**config.mk**
```make
export PLATFORM = sky130hd
export DESIGN_NAME = cyclewatch_top
export DESIGN_NICKNAME = d
export VERILOG_FILES = /design/src/rtl/cyclewatch_pkg.sv /design/src/rtl/cyclewatch_regs.sv /design/src/rtl/cyclewatch_count.sv /design/src/rtl/cyclewatch_top.sv
export SDC_FILE = /design/constraint.sdc
export NUM_CORES = 1
export LEC_CHECK = 0
export BUFFER_PORTS_ARGS = -buffer_cell sky130_fd_sc_hd__buf_2
export CELL_PAD_IN_SITES_DETAIL_PLACEMENT = 0
export CELL_PAD_IN_SITES_GLOBAL_PLACEMENT = 1
export CORE_UTILIZATION = 38
export CTS_BUF_LIST = sky130_fd_sc_hd__clkbuf_2 sky130_fd_sc_hd__clkbuf_4 sky130_fd_sc_hd__clkbuf_8
export CTS_CLUSTER_DIAMETER = 40
export DETAILED_ROUTE_END_ITERATION = 6
export PLACE_DENSITY = 0.82
export SLEW_MARGIN = 20
export SYNTH_ARGS = -nofsm -noshare
export SYNTH_HDL_FRONTEND = slang
export SYNTH_SLANG_ARGS = --single-unit
```
**constraint.sdc**
```tcl
create_clock -name clk -period 2 [get_ports clk]
set_input_delay 0.2 -clock clk [delete_from_list [all_inputs] [get_ports clk]]
set_output_delay 0.2 -clock clk [all_outputs]
set_load 0.01 [all_outputs]
```
**src/rtl/cyclewatch_pkg.sv**
```systemverilog
package cyclewatch_pkg;
  // Strobes handed from the bus side to the counter datapath
  typedef struct packed {
    logic countEn;
    logic syncClr;
  } cwStrobe_t;

  localparam logic [1:0] RESP_OKAY = 2'b00;
  localparam int CTRL_BITS = 2;
endpackage

```
**src/rtl/cyclewatch_regs.sv**
```systemverilog
module cyclewatch_regs
  import cyclewatch_pkg::*;
#(
  parameter int ADDR_W    = 12,
  parameter int DATA_W    = 32,
  parameter int CNT_W     = 32,
  parameter int CTRL_OFF  = 'h00,
  parameter int COUNT_OFF = 'h08
) (
  input  logic              clk,
  input  logic              rstN,
  input  logic [ADDR_W-1:0] awAddr,
  input  logic              awValid,
  output logic              awReady,
  input  logic [DATA_W-1:0] wData,
  input  logic [DATA_W/8-1:0] wStrb,
  input  logic              wValid,
  output logic              wReady,
  output logic [1:0]        bResp,
  output logic              bValid,
  input  logic              bReady,
  input  logic [ADDR_W-1:0] arAddr,
  input  logic              arValid,
  output logic              arReady,
  output logic [DATA_W-1:0] rData,
  output logic [1:0]        rResp,
  output logic              rValid,
  input  logic              rReady,
  input  logic [CNT_W-1:0]  cntIn,
  output cwStrobe_t         strb
);
  localparam int WORD_LSB = 2;
  localparam logic [ADDR_W-1:0] CTRL_ADDR  = ADDR_W'(CTRL_OFF);
  localparam logic [ADDR_W-1:0] COUNT_ADDR = ADDR_W'(COUNT_OFF);

  logic [CTRL_BITS-1:0] ctrlReg;
  logic wrFire, rdFire;
  logic wrHitCtrl, rdHitCtrl, rdHitCount;
  logic [DATA_W-1:0] rdMux;

  // Address and data are taken together, one transfer outstanding
  assign wrFire  = awValid && wValid && !bValid;
  assign awReady = wrFire;
  assign wReady  = wrFire;
  assign rdFire  = arValid && !rValid;
  assign arReady = !rValid;

  assign wrHitCtrl  = awAddr[ADDR_W-1:WORD_LSB] == CTRL_ADDR[ADDR_W-1:WORD_LSB];
  assign rdHitCtrl  = arAddr[ADDR_W-1:WORD_LSB] == CTRL_ADDR[ADDR_W-1:WORD_LSB];
  assign rdHitCount = arAddr[ADDR_W-1:WORD_LSB] == COUNT_ADDR[ADDR_W-1:WORD_LSB];

  always_comb begin
    rdMux = '0;
    if (rdHitCtrl)       rdMux = DATA_W'(ctrlReg);
    else if (rdHitCount) rdMux = DATA_W'(cntIn);
  end

  always_ff @(posedge clk or negedge rstN) begin
    if (!rstN) begin
      ctrlReg <= '0;
      bValid  <= 1'b0;
    end else begin
      if (wrFire && wrHitCtrl) ctrlReg <= wData[CTRL_BITS-1:0];
      if (wrFire)              bValid  <= 1'b1;
      else if (bReady)         bValid  <= 1'b0;
    end
  end

  always_ff @(posedge clk or negedge rstN) begin
    if (!rstN) begin
      rValid <= 1'b0;
      rData  <= '0;
    end else if (rdFire) begin
      rValid <= 1'b1;
      rData  <= rdMux;
    end else if (rReady) begin
      rValid <= 1'b0;
    end
  end

  assign bResp = RESP_OKAY;
  assign rResp = RESP_OKAY;
  assign strb.countEn = ctrlReg[0];
  assign strb.syncClr = ctrlReg[1];

  logic unusedWr;
  assign unusedWr = ^{wData[DATA_W-1:CTRL_BITS], wStrb, awAddr[WORD_LSB-1:0], arAddr[WORD_LSB-1:0]};
endmodule

```
**src/rtl/cyclewatch_count.sv**
```systemverilog
module cyclewatch_count
  import cyclewatch_pkg::*;
#(
  parameter int CNT_W = 32,
  parameter int LED_W = 8
) (
  input  logic             clk,
  input  logic             rstN,
  input  cwStrobe_t        strb,
  output logic [CNT_W-1:0] cnt,
  output logic [LED_W-1:0] ledOut
);
  always_ff @(posedge clk or negedge rstN) begin
    if (!rstN)             cnt <= '0;
    else if (strb.syncClr) cnt <= '0;
    else if (strb.countEn) cnt <= cnt + 1'b1;
  end

  generate
    if (LED_W <= CNT_W) begin : g_tap
      assign ledOut = cnt[CNT_W-1 -: LED_W];
    end else begin : g_pad
      assign ledOut = {cnt, {(LED_W-CNT_W){1'b0}}};
    end
  endgenerate
endmodule

```
**src/rtl/cyclewatch_top.sv**
```systemverilog
module cyclewatch_top
  import cyclewatch_pkg::*;
#(
  parameter int ADDR_W = 12,
  parameter int DATA_W = 32,
  parameter int CNT_W  = 32,
  parameter int LED_W  = 8
) (
  input  logic                clk,
  input  logic                rstN,
  input  logic [ADDR_W-1:0]   awAddr,
  input  logic                awValid,
  output logic                awReady,
  input  logic [DATA_W-1:0]   wData,
  input  logic [DATA_W/8-1:0] wStrb,
  input  logic                wValid,
  output logic                wReady,
  output logic [1:0]          bResp,
  output logic                bValid,
  input  logic                bReady,
  input  logic [ADDR_W-1:0]   arAddr,
  input  logic                arValid,
  output logic                arReady,
  output logic [DATA_W-1:0]   rData,
  output logic [1:0]          rResp,
  output logic                rValid,
  input  logic                rReady,
  output logic [LED_W-1:0]    ledOut
);
  cwStrobe_t        strb;
  logic [CNT_W-1:0] cntVal;

  cyclewatch_regs #(
    .ADDR_W(ADDR_W), .DATA_W(DATA_W), .CNT_W(CNT_W),
    .CTRL_OFF('h00), .COUNT_OFF('h08)
  ) u_regs (
    .clk(clk), .rstN(rstN),
    .awAddr(awAddr), .awValid(awValid), .awReady(awReady),
    .wData(wData), .wStrb(wStrb), .wValid(wValid), .wReady(wReady),
    .bResp(bResp), .bValid(bValid), .bReady(bReady),
    .arAddr(arAddr), .arValid(arValid), .arReady(arReady),
    .rData(rData), .rResp(rResp), .rValid(rValid), .rReady(rReady),
    .cntIn(cntVal), .strb(strb)
  );

  cyclewatch_count #(.CNT_W(CNT_W), .LED_W(LED_W)) u_count (
    .clk(clk), .rstN(rstN), .strb(strb), .cnt(cntVal), .ledOut(ledOut)
  );
endmodule

```
# Word-level counts from Yosys, hierarchy flattened
# Index checks and enable logic that the tools add are counted.
dict set report op_classes {
  n_addsub 1
  eq_ne 1
  muxes 8
  reduce_logical 11
}
# op n
set ops {}
lappend ops {{32-bit 2-to-1 mux} 4}
lappend ops {{32-bit by 1-bit adder with 32-bit output, second input constant} 1}
lappend ops {{10-bit logical NOT} 2}
lappend ops {{10-bit by 2-bit equality test with 1-bit output, second input constant} 1}
lappend ops {{2-bit nonzero test} 3}
lappend ops {{1-bit logical AND} 4}
lappend ops {{1-bit 2-to-1 mux} 4}
lappend ops {{1-bit logical NOT} 2}
dict set report totals {
  reg_bits 68
  word_cells 26
}

# Depth between registers and ports, before layout
# Gate-level depths: netlist (run 1).
dict set report depth {
  depth_word 3
  depth_mapped 6
  ltp_nobuf 5
}

# Modules after synthesis
# From an unflattened synthesis (run 1), not the netlist that was laid out.
dict set report hier_totals {
  hier_cells 352
  area_unflattened_um2 3518.4
}
# module instances cells_per_inst area_each_um2
set modules_own_cells {}
lappend modules_own_cells {cyclewatch_regs 1 168 1778.0}
lappend modules_own_cells {cyclewatch_count 1 184 1740.4}

# Worst setup path before layout (run 1)
# OpenSTA, ideal clock, no wires.
dict set report synth_path {
  path_kind {register to register}
  from {register u_count.cnt[0]}
  to {register u_count.cnt[20]}
  arrival_ns 1.680
  required_time_ns 1.922
  setup_slack_ns 0.242
  stages_incl_launch_ff 6
  path_cell_list {dfrtp_1 > ha_1 > o2111ai_1 > or3_4 > or4_1 > a21oi_1}
}
dict set report synth_via {
  elab_chain_cells 3
}
# item line_no
set synth_rtl {}
lappend synth_rtl {{start: declaration} cyclewatch_count.sv:10} ;# output logic [CNT_W-1:0] cnt,
lappend synth_rtl {{start signal: assignment} cyclewatch_count.sv:16} ;# else if (strb.countEn) cnt <= cnt + 1'b1;
lappend synth_rtl {{32-bit by 1-bit adder with 32-bit output} cyclewatch_count.sv:16}
lappend synth_rtl {{32-bit 2-to-1 mux} cyclewatch_count.sv:16}
lappend synth_rtl {{32-bit 2-to-1 mux} cyclewatch_count.sv:15} ;# else if (strb.syncClr) cnt <= '0;
# Every way passes these cells. The select of a mux whose other input is x is not followed.
# A chain may end at the register's enable or synchronous reset.

# Worst setup path in the final report (run 1)
# Ends and elaborated chain as after synthesis.

==> results of run 1 <==
-- metrics by stage --
stage,cell area (um2),power (mW)
final,3885,2.942
after floorplan,3161,1.471
after CTS,3871,2.971
after detailed placement,3612,1.549
after global placement,3612,1.546
after global routing,3885,3.035
-- area by class of cell --
cell class	instances	area share
flip-flops and latches	68	0.4380
multi-input cells	193	0.3304
repair buffers	90	0.1308
clock buffers	10	0.03543
well taps	102	0.03285
clock inverters	6	0.02866
inverters	4	0.003865
-- state kept, by name, indices dropped and copies added, names as in the netlist --
register and count:
u_count.cnt 32, u_regs.bValid 1, u_regs.ctrlReg 2, u_regs.rData 32, u_regs.rValid 1
-- metal layers --
metal | part of all wire | vias up | track usage | wire length [um]
met5 | 0 | - | 0 | 0
met4 | 0.018 | 0 | 0.09103 | 128
met3 | 0.054 | 13 | 0.04634 | 379
met2 | 0.45 | 78 | 0.2714 | 3198
met1 | 0.47 | 1269 | 0.2377 | 3345
li1 | - | 1234 | - | -
-- how the worst min path moves through the flow --
stage,from,to
after floorplan,rstN,u_count.cnt[0]
after global placement,rstN,u_regs.rData[29]
after detailed placement,rstN,u_regs.rData[29]
after CTS,bReady,u_regs.bValid
after global routing,bReady,u_regs.bValid
final,bReady,u_regs.bValid
-- cells in the mapped netlist (7+ instances only) --
cell / instances / area share
nand4_1: 7 / 0.014
buf_4: 15 / 0.036
nor2_1: 15 / 0.018
or4_1: 16 / 0.038
a21oi_1: 21 / 0.033
nand2_1: 18 / 0.021
a22o_1: 30 / 0.083
o21ai_0: 8 / 0.013
o31ai_1: 16 / 0.038
nand3_1: 9 / 0.014
clkbuf_1: 11 / 0.013
dfrtp_1: 68 / 0.54
-- cells by family (layout without fill, tap and decap cells) --
group | count (synthesis) | count (layout)
DFF | 68 | 68
adders and majority gates | 1 | 1
xor gates and xnor gates | 10 | 10
other | 1 | 4
buffers and inverters | 33 | 110
muxes | 6 | 6
AOI/OAI and AO/OA | 77 | 77
and+or+nand+nor | 95 | 95
-- power by group through the flow --
stage | Sequential [mW] | Combinational, mW | Clock (mW)
finish | 1.39 | 0.132 | 1.42
detailed placement | 1.42 | 0.134 | 0
global route | 1.39 | 0.151 | 1.50
floorplan | 1.42 | 0.0515 | 0
CTS | 1.39 | 0.136 | 1.45
global placement | 1.41 | 0.131 | 0
-- timing repair --
item	4_1_cts	5_1_grt
setup endpoints to repair	0	2
setup buffers	0	1
endpoints found under the hold margin	68	0
hold buffers	1	0
gates resized for setup	0	1
==> metrics.md, run 1 <==
| Metric | Value |
|---|---|
| Synthesis Warnings | `0` |
| CP required | `2.29 ns` |
| Final Skew | `0.01423 ns` |
| LEAKAGE | `1.914 nW` |
| Global route overflow | `0` |
| Share of cells above drive strength 1 | `0.3046` |
| Vias in the first global route | `2526` |
| Post-synthesis compound-gate area fraction | `0.1736` |
| Cell Chain, Critical Path | `ha_1, o2111ai_2, or3_4, or4_1, a21oi_1` |
| Via Count | `2594` |
| Switching power | `around 0.65 mW` |
| GPL Wtd Cong | `0.7247` |
| Sequential-to-total area share from yosys stat | `0.5403` |
| Post-Synth Adder-Cell Area | `0.003973` |
| Hold Fails Final Rpt | `0` |
| Post-layout util | `0.4925` |
| Cell Count Post-Placement | `between 400 and 500` |
| DRT iter0 DRCs | `142` |
| Setup ws final | `0.1361 ns` |
| CTS tree | `built` |
| Fmax | `0.5365 GHz` |
| Hold slack | `roughly 0.018 ns` |
| Worst Hold Class | `input port to register` |
| Final setup viols | `0` |
| Largest family of logic cells by synthesized area | `simple AND/OR/NAND/NOR gates` |
| Worst setup SP type | `register` |
| Clock share of power | `0.483` |
| Largest net degree at the start of global routing | `69` |
| Final Max Tran Viols | `0` |
| Synth Flop Type | `dfrtp_1` |
| Initial DRT Pass Iterations | `4` |
| Commonest non-fill, non-tap cell in the layout | `buf_2` |
| Worst path max stage delay | `between 0.4 and 0.5 ns` |
| Core area | `7888 um2` |
| Die area | `8656 um2` |
| Most frequent cells in the layout | `73 x buf_2, 68 x dfrtp_1, 30 x a22o_1, 21 x a21oi_1, 18 x nand2_1` |
| Peak VDD IR | `0.0003733 V` |
| Vias/cell | `5.484` |
| Boundary Pins | `116` |
| Max clock buf depth | `2` |
| Syn-to-layout area delta | `23.36%` |
| Total track usage | `0.1793` |
| Pint | `2.294 mW` |
| Cell variety after synth | `33` |
| Final Cycle Share | `0.9320` |
| Synth Area in Simple Gates | `0.1748` |
| Worst skew pair latency | `0.36 ns` |
| Residual DRC count | `0` |
| Critical R2R Capture | `u_count.cnt[20]` |
| Syn Inst Count | `291` |
| Routed WL | `~7100 um` |
| Crit path DAT | `~2.2 ns` |
| Register Area | `between 1500 and 2000 um2` |
| Multiplexer share of the synthesized area | `0.01986` |
| Die height | `93.04 um` |
| Final cell count without fillers | `473` |
| Setup CP Type | `register to register` |
| Critical Path Slowest Stage Cell | `or4_1` |
| First-pass GRT wire length | `12080 um` |
| Combinational share of power | `0.045` |
| Initial Utilization | `0.3993` |
| Hold Path Stages | `2` |
| CTS clk-pin slew, worst paths | `0.08 ns` |
| Worst Path Max Fanout | `6` |
| Max Cap Violations | `0` |
| H-tree Lvls | `3` |
| Post-synth EDFFs | `0` |
| Critical Path Stages | `5` |
| Mean routed wirelength per cell | `around 15 um` |
| RR Startpoint | `u_count.cnt[0]` |
| Root Buffer | `clkbuf_8` |
| # diodes | `0` |
| Final min period | `1.864 ns` |
| Power per standard cell area | `757.2 nW/um2` |
| Post-Synth XOR/XNOR Area | `0.02781` |
| Family with the most delay on the worst path | `simple AND/OR/NAND/NOR gates` |
| Detailed placer's ending HPWL | `4668 um` |
| Post-Syn Area per Cell | `10.82 um2` |
| Post-route ant nets | `0` |
| Die width | `93.04 um` |
| RSZ-0062 raised after global routing | `false` |
| Crit path to | `u_count.cnt[20]` |
| PortBufs | `73` |
| Std-Cell Rows | `32` |
| Fill cell count | `735` |
| Clock sink total | `a little under 70` |
| Initial antenna violation count | `0` |
| Nets@finish | `434` |
| Fraction of synthesis flops using an asynchronous set or reset pin | `1.000` |
| Mapped cell area | `3149 um2` |
| Register bit count reported by yosys | `68` |
| Worst Setup SP | `u_count.cnt[0]` |
| Setup TNS Final | `0 ns` |
| Sequential group share of total power | `0.472` |
| Total CTS buffers | `9` |
| R2r worst-path depth | `5` |
| Status | `completed` |
| Switching part of the total | `0.2202` |
| CP endpoint kind | `register` |
| Dpl ws | `0.1104 ns` |
| Area of the multi-input gates | `around 1300 um2` |
| Buf+Inv Stages, Crit Path | `0` |
| R2R setup slack | `0.14 ns` |
Note: power is estimated with default switching activity, not from simulation.
==> run 2: changes to the inputs <==
--- a/config.mk
+++ b/config.mk
@@ -8,6 +8,7 @@
 export BUFFER_PORTS_ARGS = -buffer_cell sky130_fd_sc_hd__buf_2
 export CELL_PAD_IN_SITES_DETAIL_PLACEMENT = 0
 export CELL_PAD_IN_SITES_GLOBAL_PLACEMENT = 1
+export CORE_ASPECT_RATIO = 2
 export CORE_UTILIZATION = 38
 export CTS_BUF_LIST = sky130_fd_sc_hd__clkbuf_2 sky130_fd_sc_hd__clkbuf_4 sky130_fd_sc_hd__clkbuf_8
 export CTS_CLUSTER_DIAMETER = 40
==> metrics.md, run 2 (synthesis results as in run 1) <==
| Metric | Value |
|---|---|
| Total CTS buffers | `9` |
| Final setup viols | `0` |
| Placed inst area | `3620 um2` |
| Crit path DAT | `about 2.1 ns` |
| Worst Hold Class | `input port to register` |
| CTS clk-pin slew, worst paths | `~0.080 ns` |
| Max clock buf depth | `2` |
| Clock share of power | `0.452` |
| Pint | `2.142 mW` |
| Final Skew | `0.01247 ns` |
| Die width | `66.37 um` |
| Setup TNS Final | `0 ns` |
| Largest net degree at the start of global routing | `69` |
| Setup CP Type | `register to register` |
| Hold Fails Final Rpt | `0` |
| Fill cell count | `765` |
| Peak VDD IR | `0.0003009 V` |
| Register Area | `1702 um2` |
| Post-route ant nets | `0` |
| Residual DRC count | `0` |
| Largest regs | `u_count.cnt x32, u_regs.rData x32, u_regs.ctrlReg x2` |
| Initial DRT Pass Iterations | `4` |
| Vias/cell | `5.521` |
| Combinational share of power | `0.048` |
| Syn-to-layout area delta | `22.37%` |
| First-pass GRT wire length | `12300 um` |
| RSZ-0062 raised after global routing | `false` |
| Root Buffer | `clkbuf_8` |
| Share of cells above drive strength 1 | `0.3038` |
| Final Cycle Share | `0.9366` |
| Std-Cell Rows | `46` |
| # diodes | `0` |
| DRT iter0 DRCs | `161` |
| Initial antenna violation count | `0` |
| CP required | `about 2.3 ns` |
| Die height | `130.7 um` |
| Post-cts gate resize count | `0` |
| HP Start | `bReady` |
| Worst Path Max Fanout | `6` |
| Worst skew pair latency | `0.35 ns` |
| Most frequent cells in the layout | `73 x buf_2, 68 x dfrtp_1, 30 x a22o_1, 21 x a21oi_1, 18 x nand2_1` |
| LEAKAGE | `~1.9 nW` |
| Routed WL | `7319 um` |
| Clock sink total | `68` |
| Dpl ws | `0.1053 ns` |
| Fmax | `0.5338 GHz` |
| CP endpoint kind | `register` |
| Core area | `between 8000 and 9000 um2` |
| Post-layout util | `0.4817` |
| Post-CTS Setup Bufs | `0` |
| Nets@finish | `435` |
| Area of the multi-input gates | `1277 um2` |
| Switching power | `0.6360 mW` |
| # hold bufs at CTS | `1` |
| RR Startpoint | `u_count.cnt[1]` |
| Tot Pwr | `2.778 mW` |
| CTS tree | `built` |
| Sequential group share of total power | `0.500` |
| GPL Wtd Cong | `~0.80` |
| Power per standard cell area | `721.0 nW/um2` |
| Via Count | `roughly 2600` |
| Detailed placer's ending HPWL | `5285 um` |
| Mean routed wirelength per cell | `about 16 um` |
| Initial Utilization | `0.3937` |
| Commonest non-fill, non-tap cell in the layout | `buf_2` |
| Max Cap Violations | `0` |
| Final instance area | `between 3000 and 4000 um2` |
| Status | `completed` |
| Vias in the first global route | `2564` |
| PortBufs | `between 70 and 80` |
| Die area | `8678 um2` |
| Final Max Tran Viols | `0` |
| Total track usage | `0.1897` |
| H-tree Lvls | `3` |
| Global route overflow | `0` |
| Setup ws final | `0.1268 ns` |
| Boundary Pins | `116` |
| Final min period | `1.873 ns` |
| Worst setup SP type | `register` |
| Worst Setup SP | `u_count.cnt[1]` |
| Switching part of the total | `0.2289` |
run 2: cell count changes in the layout (fill, tap and decap cells not counted):
cell	previous run	this run
clkinvlp_4	1	0
clkbuf_8	10	9
buf_4	15	16
inv_6	0	1
clkinv_4	1	3
o2111ai_1	0	1
o2111ai_2	1	0
bufinv_16	3	2
run 2: per-layer routing:
layer / routed length, um / track usage / part of all wire
met5: 0 / 0 / 0
met4: 148 / 0.09387 / 0.020
met3: 182 / 0.03299 / 0.025
met2: 4255 / 0.3559 / 0.58
met1: 2732 / 0.1955 / 0.37
run 2: worst paths after layout:
kind / slack (ns) / end / cells past startpoint
max: 0.13 / u_count.cnt[20] / 5
min reg2reg: 0.49 / u_regs.rData[1] / 2
max in group asynchronous: 1.27 / u_count.cnt[7] / 3
max reg2reg: 0.13 / u_count.cnt[20] / 5
min: 0.03 / u_regs.bValid / 2
min in group asynchronous: 0.40 / u_count.cnt[3] / 3
run 2: final cells by class:
| class | count | share of cell area |
|---|---|---|
| timing repair buffer | 91 | 0.1338 |
| tap | 96 | 0.03117 |
| clock buffer | 9 | 0.03214 |
| inverter | 4 | 0.003896 |
| multi-input combinational | 193 | 0.3315 |
| clock inverter | 7 | 0.02597 |
| sequential | 68 | 0.4416 |
run 2: metrics by stage:
step	hold WS [ns]	std cells
floorplan	-0.09559	294
global placement	0.2418	451
detailed placement	0.2485	451
CTS	0.009142	468
global route	0.02114	468
finish	0.03036	468
run 2: critical path, stage by stage, from the launching register on:
cell,delay (ns)
dfrtp_1,0.35
ha_1,0.21
o2111ai_1,0.17
or3_4,0.45
or4_1,0.47
a21oi_1,0.15
run 2: power by group through the flow:
stage,logic (mW),registers (mW),clock network (mW)
2_1_floorplan,0.0515,1.42,0
3_3_place_gp,0.132,1.41,0
3_5_place_dp,0.135,1.42,0
4_1_cts,0.137,1.39,1.29
5_1_grt,0.151,1.39,1.35
6_report,0.133,1.39,1.26
==> run 3: changes to the inputs <==
--- a/config.mk
+++ b/config.mk
@@ -9,11 +9,11 @@
 export CELL_PAD_IN_SITES_DETAIL_PLACEMENT = 0
 export CELL_PAD_IN_SITES_GLOBAL_PLACEMENT = 1
 export CORE_ASPECT_RATIO = 2
-export CORE_UTILIZATION = 38
+export CORE_UTILIZATION = 41
 export CTS_BUF_LIST = sky130_fd_sc_hd__clkbuf_2 sky130_fd_sc_hd__clkbuf_4 sky130_fd_sc_hd__clkbuf_8
 export CTS_CLUSTER_DIAMETER = 40
 export DETAILED_ROUTE_END_ITERATION = 6
-export PLACE_DENSITY = 0.82
+export PLACE_DENSITY = 0.88
 export SLEW_MARGIN = 20
 export SYNTH_ARGS = -nofsm -noshare
 export SYNTH_HDL_FRONTEND = slang
==> constraint.sdc (replaced) <==
create_clock -name clk -period 2.3 [get_ports clk]
set_input_delay 0.23 -clock clk [delete_from_list [all_inputs] [get_ports clk]]
set_output_delay 0.23 -clock clk [all_outputs]
set_load 0.01 [all_outputs]
==> metrics.md, run 3 (synthesis results as in run 1) <==
| Metric | Value |
|---|---|
| Most frequent cells in the layout | `73 x buf_2, 68 x dfrtp_1, 30 x a22o_1, 21 x a21oi_1, 18 x nand2_1` |
| Routed WL | `7315 um` |
| Switching power | `0.5307 mW` |
| Initial antenna violation count | `0` |
| Critical Path Stages | `4` |
| R2r worst-path depth | `4` |
| Residual DRC count | `0` |
| Max Cap Violations | `0` |
| # hold bufs at CTS | `0` |
| Worst setup SP type | `register` |
| Commonest non-fill, non-tap cell in the layout | `buf_2` |
| Vias/cell | `approximately 5.7` |
| Worst Hold Class | `input port to register` |
| Initial Utilization | `0.4301` |
| Final Skew | `0.006743 ns` |
| Final setup viols | `0` |
| CTS clk-pin slew, worst paths | `0.07 ns` |
| Worst skew pair latency | `0.35 ns` |
| Setup ws final | `0.2465 ns` |
| Tot Pwr | `2.209 mW` |
| Vias in the first global route | `2487` |
| Total track usage | `0.1983` |
| Boundary Pins | `116` |
| R2R setup slack | `0.25 ns` |
| Via Count | `2592` |
| DRT iter0 DRCs | `174` |
| Die height | `roughly 130 um` |
| Sequential group share of total power | `0.548` |
| Max clock buf depth | `2` |
| Final min period | `2.054 ns` |
| GPL Wtd Cong | `0.7590` |
| CTS tree | `built` |
| Post-CTS Setup Bufs | `0` |
| Worst Setup SP | `u_count.cnt[15]` |
| Max-slew headroom | `0.4202` |
| CP endpoint kind | `register` |
| Std-Cell Rows | `44` |
| Largest net degree at the start of global routing | `69` |
| Critical R2R Capture | `u_count.cnt[31]` |
| Global route overflow | `0` |
| Crit path DAT | `2.33 ns` |
| Post-layout util | `0.5065` |
| Worst Path Max Fanout | `18` |
| CP required | `2.58 ns` |
| Power per standard cell area | `approximately 600 nW/um2` |
| RSZ-0062 raised after global routing | `false` |
| Root Buffer | `clkbuf_8` |
| Final Max Tran Viols | `0` |
| Cell Chain, Critical Path | `and4_1, nand4_2, or4_1, a21oi_1` |
| Final cell count without fillers | `451` |
| Post-route ant nets | `0` |
| H-tree Lvls | `3` |
| First-pass GRT wire length | `12150 um` |
| Cell Count Post-Placement | `436` |
| Status | `completed` |
| Final Cycle Share | `0.8928` |
| PortBufs | `between 70 and 80` |
| Nets@finish | `423` |
| Setup CP Type | `register to register` |
| Critical Path Slowest Stage Cell | `or4_1` |
| Core area | `around 7300 um2` |
| Pint | `1.678 mW` |
| Hold Fails Final Rpt | `0` |
| Worst path max stage delay | `0.62 ns` |
| Largest regs | `u_count.cnt x32, u_regs.rData x32, u_regs.ctrlReg x2` |
| Post-cts gate resize count | `0` |
| Clock share of power | `0.404` |
| Peak VDD IR | `0.0002479 V` |
| Combinational share of power | `0.048` |
| Clock sink total | `68` |
| Total CTS buffers | `9` |
| Dpl ws | `0.2584 ns` |
| Buf+Inv Stages, Crit Path | `0` |
| Crit path to | `u_count.cnt[31]` |
| Mean routed wirelength per cell | `between 15 and 20 um` |
| # diodes | `0` |
| Family with the most delay on the worst path | `simple AND/OR/NAND/NOR gates` |
| Initial DRT Pass Iterations | `4` |
| Syn-to-layout area delta | `17.76%` |
| Worst-Margin Slew | `between 0.8 and 0.9 ns` |
| Die area | `8057 um2` |
| Fmax | `between 0.4 and 0.5 GHz` |
| Switching part of the total | `0.2402` |
| Die width | `approximately 64 um` |
| Fill cell count | `702` |
| RR Startpoint | `u_count.cnt[15]` |
| LEAKAGE | `1.822 nW` |
| Setup TNS Final | `0 ns` |
| Detailed placer's ending HPWL | `~5000 um` |
| Share of cells above drive strength 1 | `0.2813` |
==> run 3: changes by cell type in the layout (fill, tap and decap cells not counted), sizes merged <==
cell         delta
clkinv          -2
clkbuf          +2
dlygate4sd3     -1
clkinvlp        +2
inv             -1
bufinv          -2
buf            -11
==> run 3: layout make-up <==
cell class	instances	area, um2	share of cell area
flip-flops and latches	68	1702	0.4588
multi-input cells	193	1277	0.3445
repair buffers	79	422.9	0.1140
clock buffers	11	151.4	0.04082
well taps	92	115.1	0.03104
clock inverters	4	25.02	0.006748
inverters	4	15.01	0.004049
==> run 3: worst min-delay path by stage <==
stage                      start             end  slack (ns)  cells past startpoint
after CTS                 bReady   u_regs.bValid        0.04                      2
after global routing      bReady   u_regs.bValid        0.03                      2
after global placement    bReady   u_regs.bValid        0.41                      2
after detailed placement  bReady   u_regs.bValid        0.42                      2
after floorplan             rstN  u_count.cnt[0]       -0.07                      0
final                     bReady   u_regs.bValid        0.05                      2
==> run 3: power groups by stage <==
stage	combinational [mW]	sequential [mW]	clock (mW)
after floorplan	0.0448	1.23	0
after global placement	0.105	1.23	0
final	0.105	1.21	0.893
after detailed placement	0.108	1.23	0
after CTS	0.108	1.21	0.913
after global routing	0.119	1.21	0.951
==> run 3: metrics by stage <==
step / cell area (um2) / hold WS (ns)
3_3_place_gp: 3532 / 0.4102
2_1_floorplan: 3161 / -0.06559
6_report: 3709 / 0.04545
4_1_cts: 3709 / 0.03873
5_1_grt: 3709 / 0.03493
3_5_place_dp: 3532 / 0.4157
==> run 3: layer usage <==
| layer | wire length, um | up-vias | share of wire | track usage |
|---|---|---|---|---|
| met1 | 2849 | 1318 | 0.39 | 0.2191 |
| met3 | 237 | 9 | 0.032 | 0.03170 |
| li1 | - | 1211 | - | - |
| met4 | 146 | 0 | 0.020 | 0.1070 |
| met2 | 4081 | 54 | 0.56 | 0.3529 |
| met5 | 0 | - | 0 | 0 |
